**config.mk**
```make
export PLATFORM = sky130hd
export DESIGN_NAME = tslease_ctrl
export DESIGN_NICKNAME = d
export VERILOG_FILES = /design/src/rtl/tslease_ctrl.sv
export SDC_FILE = /design/constraint.sdc
export NUM_CORES = 2
export LEC_CHECK = 0
export BUFFER_PORTS_ARGS = -buffer_cell sky130_fd_sc_hd__buf_2
export CAP_MARGIN = 20
export CELL_PAD_IN_SITES_DETAIL_PLACEMENT = 1
export CELL_PAD_IN_SITES_GLOBAL_PLACEMENT = 1
export CORE_ASPECT_RATIO = 0.9
export CORE_MARGIN = 2
export CORE_UTILIZATION = 52
export DETAILED_ROUTE_END_ITERATION = 12
export PLACE_DENSITY = 0.88
export SYNTH_ARGS = -nofsm -noshare
export SYNTH_HDL_FRONTEND = slang
export SYNTH_SLANG_ARGS = --single-unit
```
**constraint.sdc**
```tcl
create_clock -name clk -period 12.6 [get_ports clk]
set_input_delay 0.63 -clock clk [delete_from_list [all_inputs] [get_ports clk]]
set_output_delay 0.63 -clock clk [all_outputs]
set_load 0.1 [all_outputs]
```
**src/rtl/tslease_ctrl.sv**
```systemverilog
module tslease_ctrl #(
  parameter int NCORE = 4,
  parameter int NLINE = 8,
  parameter int DW    = 32,
  parameter int TSW   = 32,
  parameter int LEASE = 10,
  localparam int CW   = (NCORE > 1) ? $clog2(NCORE) : 1,
  localparam int LW   = (NLINE > 1) ? $clog2(NLINE) : 1
) (
  input  logic           clk,
  input  logic           rst_n,
  input  logic           req_valid,
  output logic           req_ready,
  input  logic [CW-1:0]  req_core,
  input  logic [1:0]     req_op,
  input  logic [LW-1:0]  req_line,
  input  logic [DW-1:0]  req_wdata,
  output logic           resp_valid,
  output logic [CW-1:0]  resp_core,
  output logic [DW-1:0]  resp_data,
  output logic [TSW-1:0] resp_lease,
  output logic [TSW-1:0] resp_ts,
  output logic           wb_req_valid,
  output logic [CW-1:0]  wb_req_core,
  output logic [LW-1:0]  wb_req_line,
  input  logic           wb_ack_valid,
  input  logic [DW-1:0]  wb_ack_data
);
  localparam logic [1:0] OP_WRITE = 2'd1;
  localparam logic [TSW-1:0] LEASE_T = TSW'(LEASE);
  localparam logic [TSW-1:0] ONE_T = TSW'(1);

  typedef enum logic {S_IDLE, S_WB} st_t;

  function automatic logic [TSW-1:0] sat_add(input logic [TSW-1:0] a, input logic [TSW-1:0] b);
    logic [TSW:0] s;
    s = {1'b0, a} + {1'b0, b};
    return s[TSW] ? '1 : s[TSW-1:0];
  endfunction

  st_t             st;
  logic [DW-1:0]   mem    [NLINE];
  logic [TSW-1:0]  rts    [NLINE];
  logic [TSW-1:0]  wts    [NLINE];
  logic            own_v  [NLINE];
  logic [CW-1:0]   own_id [NLINE];
  logic [TSW-1:0]  pts    [NCORE];

  logic [CW-1:0]   cur_core, wb_core_q;
  logic [1:0]      cur_op;
  logic [LW-1:0]   cur_line;
  logic [DW-1:0]   cur_wdata;
  logic            rsp_wr_q;
  logic [TSW-1:0]  w_rt_q;

  logic [CW-1:0]   in_core;
  logic [1:0]      in_op;
  logic [LW-1:0]   in_line;
  logic [DW-1:0]   in_wdata, line_data;
  logic [TSW-1:0]  pt, rt, wt, rd_ts, ext, rd_lease, bump, wr_ts;
  logic            owned_other, take, need_wb, serve, is_wr;

  assign req_ready    = (st == S_IDLE);
  assign wb_req_valid = (st == S_WB);
  assign wb_req_core  = wb_core_q;
  assign wb_req_line  = cur_line;

  assign in_core  = (st == S_WB) ? cur_core  : req_core;
  assign in_op    = (st == S_WB) ? cur_op    : req_op;
  assign in_line  = (st == S_WB) ? cur_line  : req_line;
  assign in_wdata = (st == S_WB) ? cur_wdata : req_wdata;
  assign line_data = (st == S_WB) ? wb_ack_data : mem[in_line];

  assign owned_other = own_v[in_line] && (own_id[in_line] != in_core);
  assign take    = req_valid && req_ready;
  assign need_wb = take && owned_other;
  assign serve   = (take && !owned_other) || (st == S_WB && wb_ack_valid);
  assign is_wr   = (in_op == OP_WRITE);

  assign pt = pts[in_core];
  assign rt = rts[in_line];
  assign wt = wts[in_line];
  assign rd_ts    = (pt > wt) ? pt : wt;
  assign ext      = sat_add(rd_ts, LEASE_T);
  assign rd_lease = (ext > rt) ? ext : rt;
  assign bump     = sat_add(rt, ONE_T);
  assign wr_ts    = (pt > bump) ? pt : bump;

  always_ff @(posedge clk) begin
    if (!rst_n) begin
      st <= S_IDLE;
      for (int i = 0; i < NLINE; i++) begin
        mem[i]    <= '0;
        rts[i]    <= '0;
        wts[i]    <= '0;
        own_v[i]  <= 1'b0;
        own_id[i] <= '0;
      end
      for (int c = 0; c < NCORE; c++) pts[c] <= '0;
      cur_core   <= '0;
      cur_op     <= '0;
      cur_line   <= '0;
      cur_wdata  <= '0;
      wb_core_q  <= '0;
      resp_valid <= 1'b0;
      resp_core  <= '0;
      resp_data  <= '0;
      resp_lease <= '0;
      resp_ts    <= '0;
      rsp_wr_q   <= 1'b0;
      w_rt_q     <= '0;
    end else begin
      resp_valid <= 1'b0;
      if (need_wb) begin
        st        <= S_WB;
        cur_core  <= req_core;
        cur_op    <= req_op;
        cur_line  <= req_line;
        cur_wdata <= req_wdata;
        wb_core_q <= own_id[req_line];
      end
      if (serve) begin
        st         <= S_IDLE;
        resp_valid <= 1'b1;
        resp_core  <= in_core;
        rsp_wr_q   <= is_wr;
        w_rt_q     <= rt;
        if (is_wr) begin
          mem[in_line]    <= in_wdata;
          pts[in_core]    <= wr_ts;
          rts[in_line]    <= wr_ts;
          wts[in_line]    <= wr_ts;
          own_v[in_line]  <= 1'b1;
          own_id[in_line] <= in_core;
          resp_data       <= in_wdata;
          resp_lease      <= wr_ts;
          resp_ts         <= wr_ts;
        end else begin
          mem[in_line] <= line_data;
          if (st == S_WB) own_v[in_line] <= 1'b0;
          pts[in_core] <= rd_ts;
          rts[in_line] <= rd_lease;
          resp_data    <= line_data;
          resp_lease   <= rd_lease;
          resp_ts      <= rd_ts;
        end
      end
    end
  end

  p_wb_hold_r6: assert property (@(posedge clk) disable iff (!rst_n)
    wb_req_valid && !wb_ack_valid |=> wb_req_valid && !req_ready && $stable(wb_req_core) && $stable(wb_req_line));

  p_lease_covers_r2: assert property (@(posedge clk) disable iff (!rst_n)
    resp_valid && !rsp_wr_q |-> resp_lease >= resp_ts);

  p_write_past_lease_r11: assert property (@(posedge clk) disable iff (!rst_n)
    resp_valid && rsp_wr_q && (w_rt_q != '1) |-> resp_ts > w_rt_q);

  p_owner_no_wb_r8: assert property (@(posedge clk) disable iff (!rst_n)
    take && own_v[req_line] && (own_id[req_line] == req_core) |=> !wb_req_valid && resp_valid);

  generate
    for (genvar c = 0; c < NCORE; c++) begin : g_core_chk
      p_pts_mono_r2: assert property (@(posedge clk) disable iff (!rst_n)
        pts[c] >= $past(pts[c]));
    end
    for (genvar l = 0; l < NLINE; l++) begin : g_line_chk
      p_lease_mono_r3: assert property (@(posedge clk) disable iff (!rst_n)
        rts[l] >= $past(rts[l]));
    end
  endgenerate
endmodule

```
==> impl_metrics.env <==
export IMPL_total_power_uw=9590
export IMPL_cpPeakStageDelay_ns=1.04
export IMPL_worstPathArrival_ns=11.61
export IMPL_gp_congestion=1.05
export IMPL_worst_pin_slew_ns=1.39
export IMPL_status="complete, no violations"
export IMPL_ys_seq_area_frac=0.586
export IMPL_endpoint_kind="flip-flop"
export IMPL_final_max_slew_viol_count=0
export IMPL_fmax_ghz=0.0892
export IMPL_die_area_mm2=0.102
export IMPL_hpwlAfterDp_um=148000
export IMPL_cts_hold_fix_buffers=0
export IMPL_insertion_delay_ns=0.73
export IMPL_leakage_uw=0.0215
export IMPL_cts_max_level=3
export IMPL_grt_usage=0.454
export IMPL_hp_class="input pin to flip-flop"
export IMPL_avgRoutedWirePerCell_um=37.9
export IMPL_core_mm2=0.0985
export IMPL_port_buffers=180
export IMPL_design_area_mm2=0.0581
export IMPL_startpoint_type="flip-flop"
export IMPL_placed_area_mm2=0.0545
export IMPL_antenna_found_initial=18
export IMPL_cts_buffer_depth=3
export IMPL_finClkSkew_ns=0.0318
export IMPL_crit_type="flip-flop to flip-flop"
export IMPL_tritoncts="done"
export IMPL_drc=0
export IMPL_post_cts_setup_buffers=0
export IMPL_via_count=46100
export IMPL_multi_input_area_mm2=0.0200
export IMPL_grt_pass1_vias=46500
export IMPL_setup_tns_ns=0
export IMPL_synthArstFlopShare=0
export IMPL_setup_viol=0
export IMPL_synth_nets=4857
export IMPL_numCtsBuffers=109
export IMPL_power_density_mw_per_mm2=165
export IMPL_postSynthAreaPerCell_um2=11.1
export IMPL_grt_max_degree=66
export IMPL_synth_cells=4685
export IMPL_netlist_cell_type_count=112
export IMPL_numClockSinks=1061
export IMPL_wirelength_um=236000
export IMPL_seqCellArea_mm2=0.0304
export IMPL_maxCapViolations=0
export IMPL_hold_viol_final=0
export IMPL_ctsResizeCount=0
export IMPL_syn_cell_area_mm2=0.0518
export IMPL_synth_edf_count=912
export IMPL_synth_warnings=0
export IMPL_cts_root_buf="clkbuf_16"
export IMPL_drt_iter0_markers=8541
export IMPL_pin_count=181
export IMPL_rows=109
export IMPL_critical_path_slowest_cell="a2111oi_2"
export IMPL_drive_gt1_frac=0.150
export IMPL_irDropWorstVdd_v=0.000203
export IMPL_initial_utilization=0.526
export IMPL_ant_nets=0
export IMPL_grt_setup_unrepaired="false"
export IMPL_n_fill_cell=10200
export IMPL_maxSlewHeadroom=0.0745
export IMPL_required_ns=13.01
export IMPL_ys_seq_elements=1061
export IMPL_final_net_count=4968
export IMPL_grt_pass1_wl_um=330000
export IMPL_grt_overflow=0
export IMPL_post_route_min_period_ns=11.21
export IMPL_finalCritPeriodShare=0.889
export IMPL_die_y_um=303
export IMPL_areaGrowthSynthToFinish_pct=12.1
export IMPL_crit_path_max_fanout=31
export IMPL_ys_flop_type="edfxtp_1"
export IMPL_viasPerCell=7.38
export IMPL_die_x_um=337
export IMPL_clk_pin_slew_ns=0.06
export IMPL_first_pass_iters=9
## path summary, 6_finish.rpt
check / from / endpoint / slack (ns) / depth (start not counted)
hold / removal: req_wdata[23] / cur_wdata[23] / 0.18 / 3
hold reg to reg: resp_ts[24] / resp_ts[24] / 0.44 / 2
setup / recovery: wb_req_valid / rts[2][26] / 1.39 / 28
setup reg to reg: wb_req_valid / rts[2][26] / 1.39 / 28
## power breakdown
part / switching [uW] / internal [uW] / total [uW]
sequential: 96.6 / 4000 / 4100
combinational: 1660 / 505 / 2160
clock: 1490 / 1840 / 3330
total: 3240 / 6340 / 9590
## area by class of cell
class,count,share of cell area
Inverter,55,0.00356
Tap cell,1332,0.0287
Multi-Input combinational cell,3218,0.345
Clock buffer,151,0.0525
Timing Repair Buffer,351,0.0383
Sequential cell,1061,0.523
Antenna cell,13,0.000560
Clock inverter,55,0.00845
## placed cells by master (no fill, tap or decap), types with 17 or more instances in the layout
| master | n |
|---|---|
| dfxtp_1 | 148 |
| and2_1 | 18 |
| a22oi_1 | 60 |
| a31oi_1 | 27 |
| a21oi_1 | 230 |
| clkbuf_1 | 29 |
| o22ai_1 | 47 |
| buf_2 | 179 |
| nand2b_1 | 25 |
| ha_1 | 97 |
| a21o_1 | 31 |
| mux2_2 | 41 |
| inv_1 | 54 |
| a221o_1 | 25 |
| clkbuf_16 | 112 |
| edfxtp_1 | 912 |
| buf_4 | 169 |
| clkinv_1 | 17 |
| nand2_1 | 372 |
| a211oi_1 | 55 |
| mux4_2 | 47 |
| clkinv_2 | 20 |
| a21boi_0 | 26 |
| nor2b_1 | 62 |
| nand3_1 | 112 |
| xnor2_1 | 21 |
| or3_1 | 26 |
| o21a_1 | 25 |
| nor2_1 | 1021 |
| nor3_1 | 42 |
| nand4_1 | 52 |
| a222oi_1 | 26 |
| mux2i_1 | 141 |
| a221oi_1 | 43 |
| a22o_1 | 31 |
| o211ai_1 | 31 |
| o21ai_0 | 127 |
## flip-flops by register name (all words and copies together) (netlist names)
name          flops
cur_core          2
cur_op            2
cur_wdata        32
mem             256
own_id           16
own_v             8
pts             128
resp_core         2
resp_data        32
resp_lease       32
resp_ts          32
resp_valid        1
rts             256
wb_req_core       2
wb_req_line       3
wb_req_valid      1
wts             256
## stage by stage
| stage | util | hold WS [ns] | instances | setup WS (ns) |
|---|---|---|---|---|
| 2_1_floorplan | - | 0.452 | 4685 | 3.66 |
| 3_5_place_dp | 0.553 | 0.431 | 6016 | 1.80 |
| 3_3_place_gp | 0.553 | 0.427 | 6015 | 2.04 |
| 5_1_grt | 0.589 | 0.194 | 6228 | 1.15 |
| 6_report | 0.590 | 0.177 | 6236 | 1.39 |
| 4_1_cts | 0.589 | 0.155 | 6222 | 1.88 |
## critical path: cells and delay by family, from the launching register on
family,cells,cell delay [ns]
AOI/OAI and AO/OA,8,3.82
and+or+nand+nor,12,2.98
adders and majority gates,2,0.64
muxes,2,1.45
buffers and inverters,4,1.19
DFF,1,0.68
## routing by layer
layer,part of all wire,up-vias,track usage
met5,0.0013,-,0.0213
met4,0.075,22,0.269
met3,0.17,1373,0.187
met2,0.42,4757,0.657
met1,0.34,22400,0.571
li1,-,17500,-
## synthesized netlist by cell type, types with 43 or more instances
| cell | number | share of area |
|---|---|---|
| nor2_1 | 1030 | 0.075 |
| o22ai_1 | 48 | 0.0058 |
| inv_1 | 54 | 0.0039 |
| a22oi_1 | 60 | 0.0087 |
| a21oi_1 | 231 | 0.022 |
| nor3_1 | 45 | 0.0043 |
| ha_1 | 97 | 0.023 |
| buf_2 | 58 | 0.0056 |
| nand4_1 | 52 | 0.0063 |
| a221oi_1 | 43 | 0.0073 |
| o21ai_0 | 130 | 0.013 |
| mux4_2 | 47 | 0.020 |
| edfxtp_1 | 912 | 0.53 |
| nand3_1 | 112 | 0.011 |
| clkbuf_1 | 217 | 0.016 |
| nor2b_1 | 62 | 0.0075 |
| mux2i_1 | 143 | 0.028 |
| nand2_1 | 395 | 0.029 |
| dfxtp_1 | 149 | 0.058 |
| a211oi_1 | 57 | 0.0083 |
## logic make-up (layout without fill, tap and decap cells)
family                     after synthesis  in the layout  synth area share
adders and majority gates               97             97            0.0234
AOI/OAI and AO/OA                      974            974             0.133
muxes                                  238            238            0.0587
and+or+nand+nor                       1876           1876             0.158
buffers and inverters                  406            612            0.0355
DFF                                   1061           1061             0.586
xor gates and xnor gates                33             33           0.00558
other                                    0             13                 0
(Power assumes the default switching activity.)
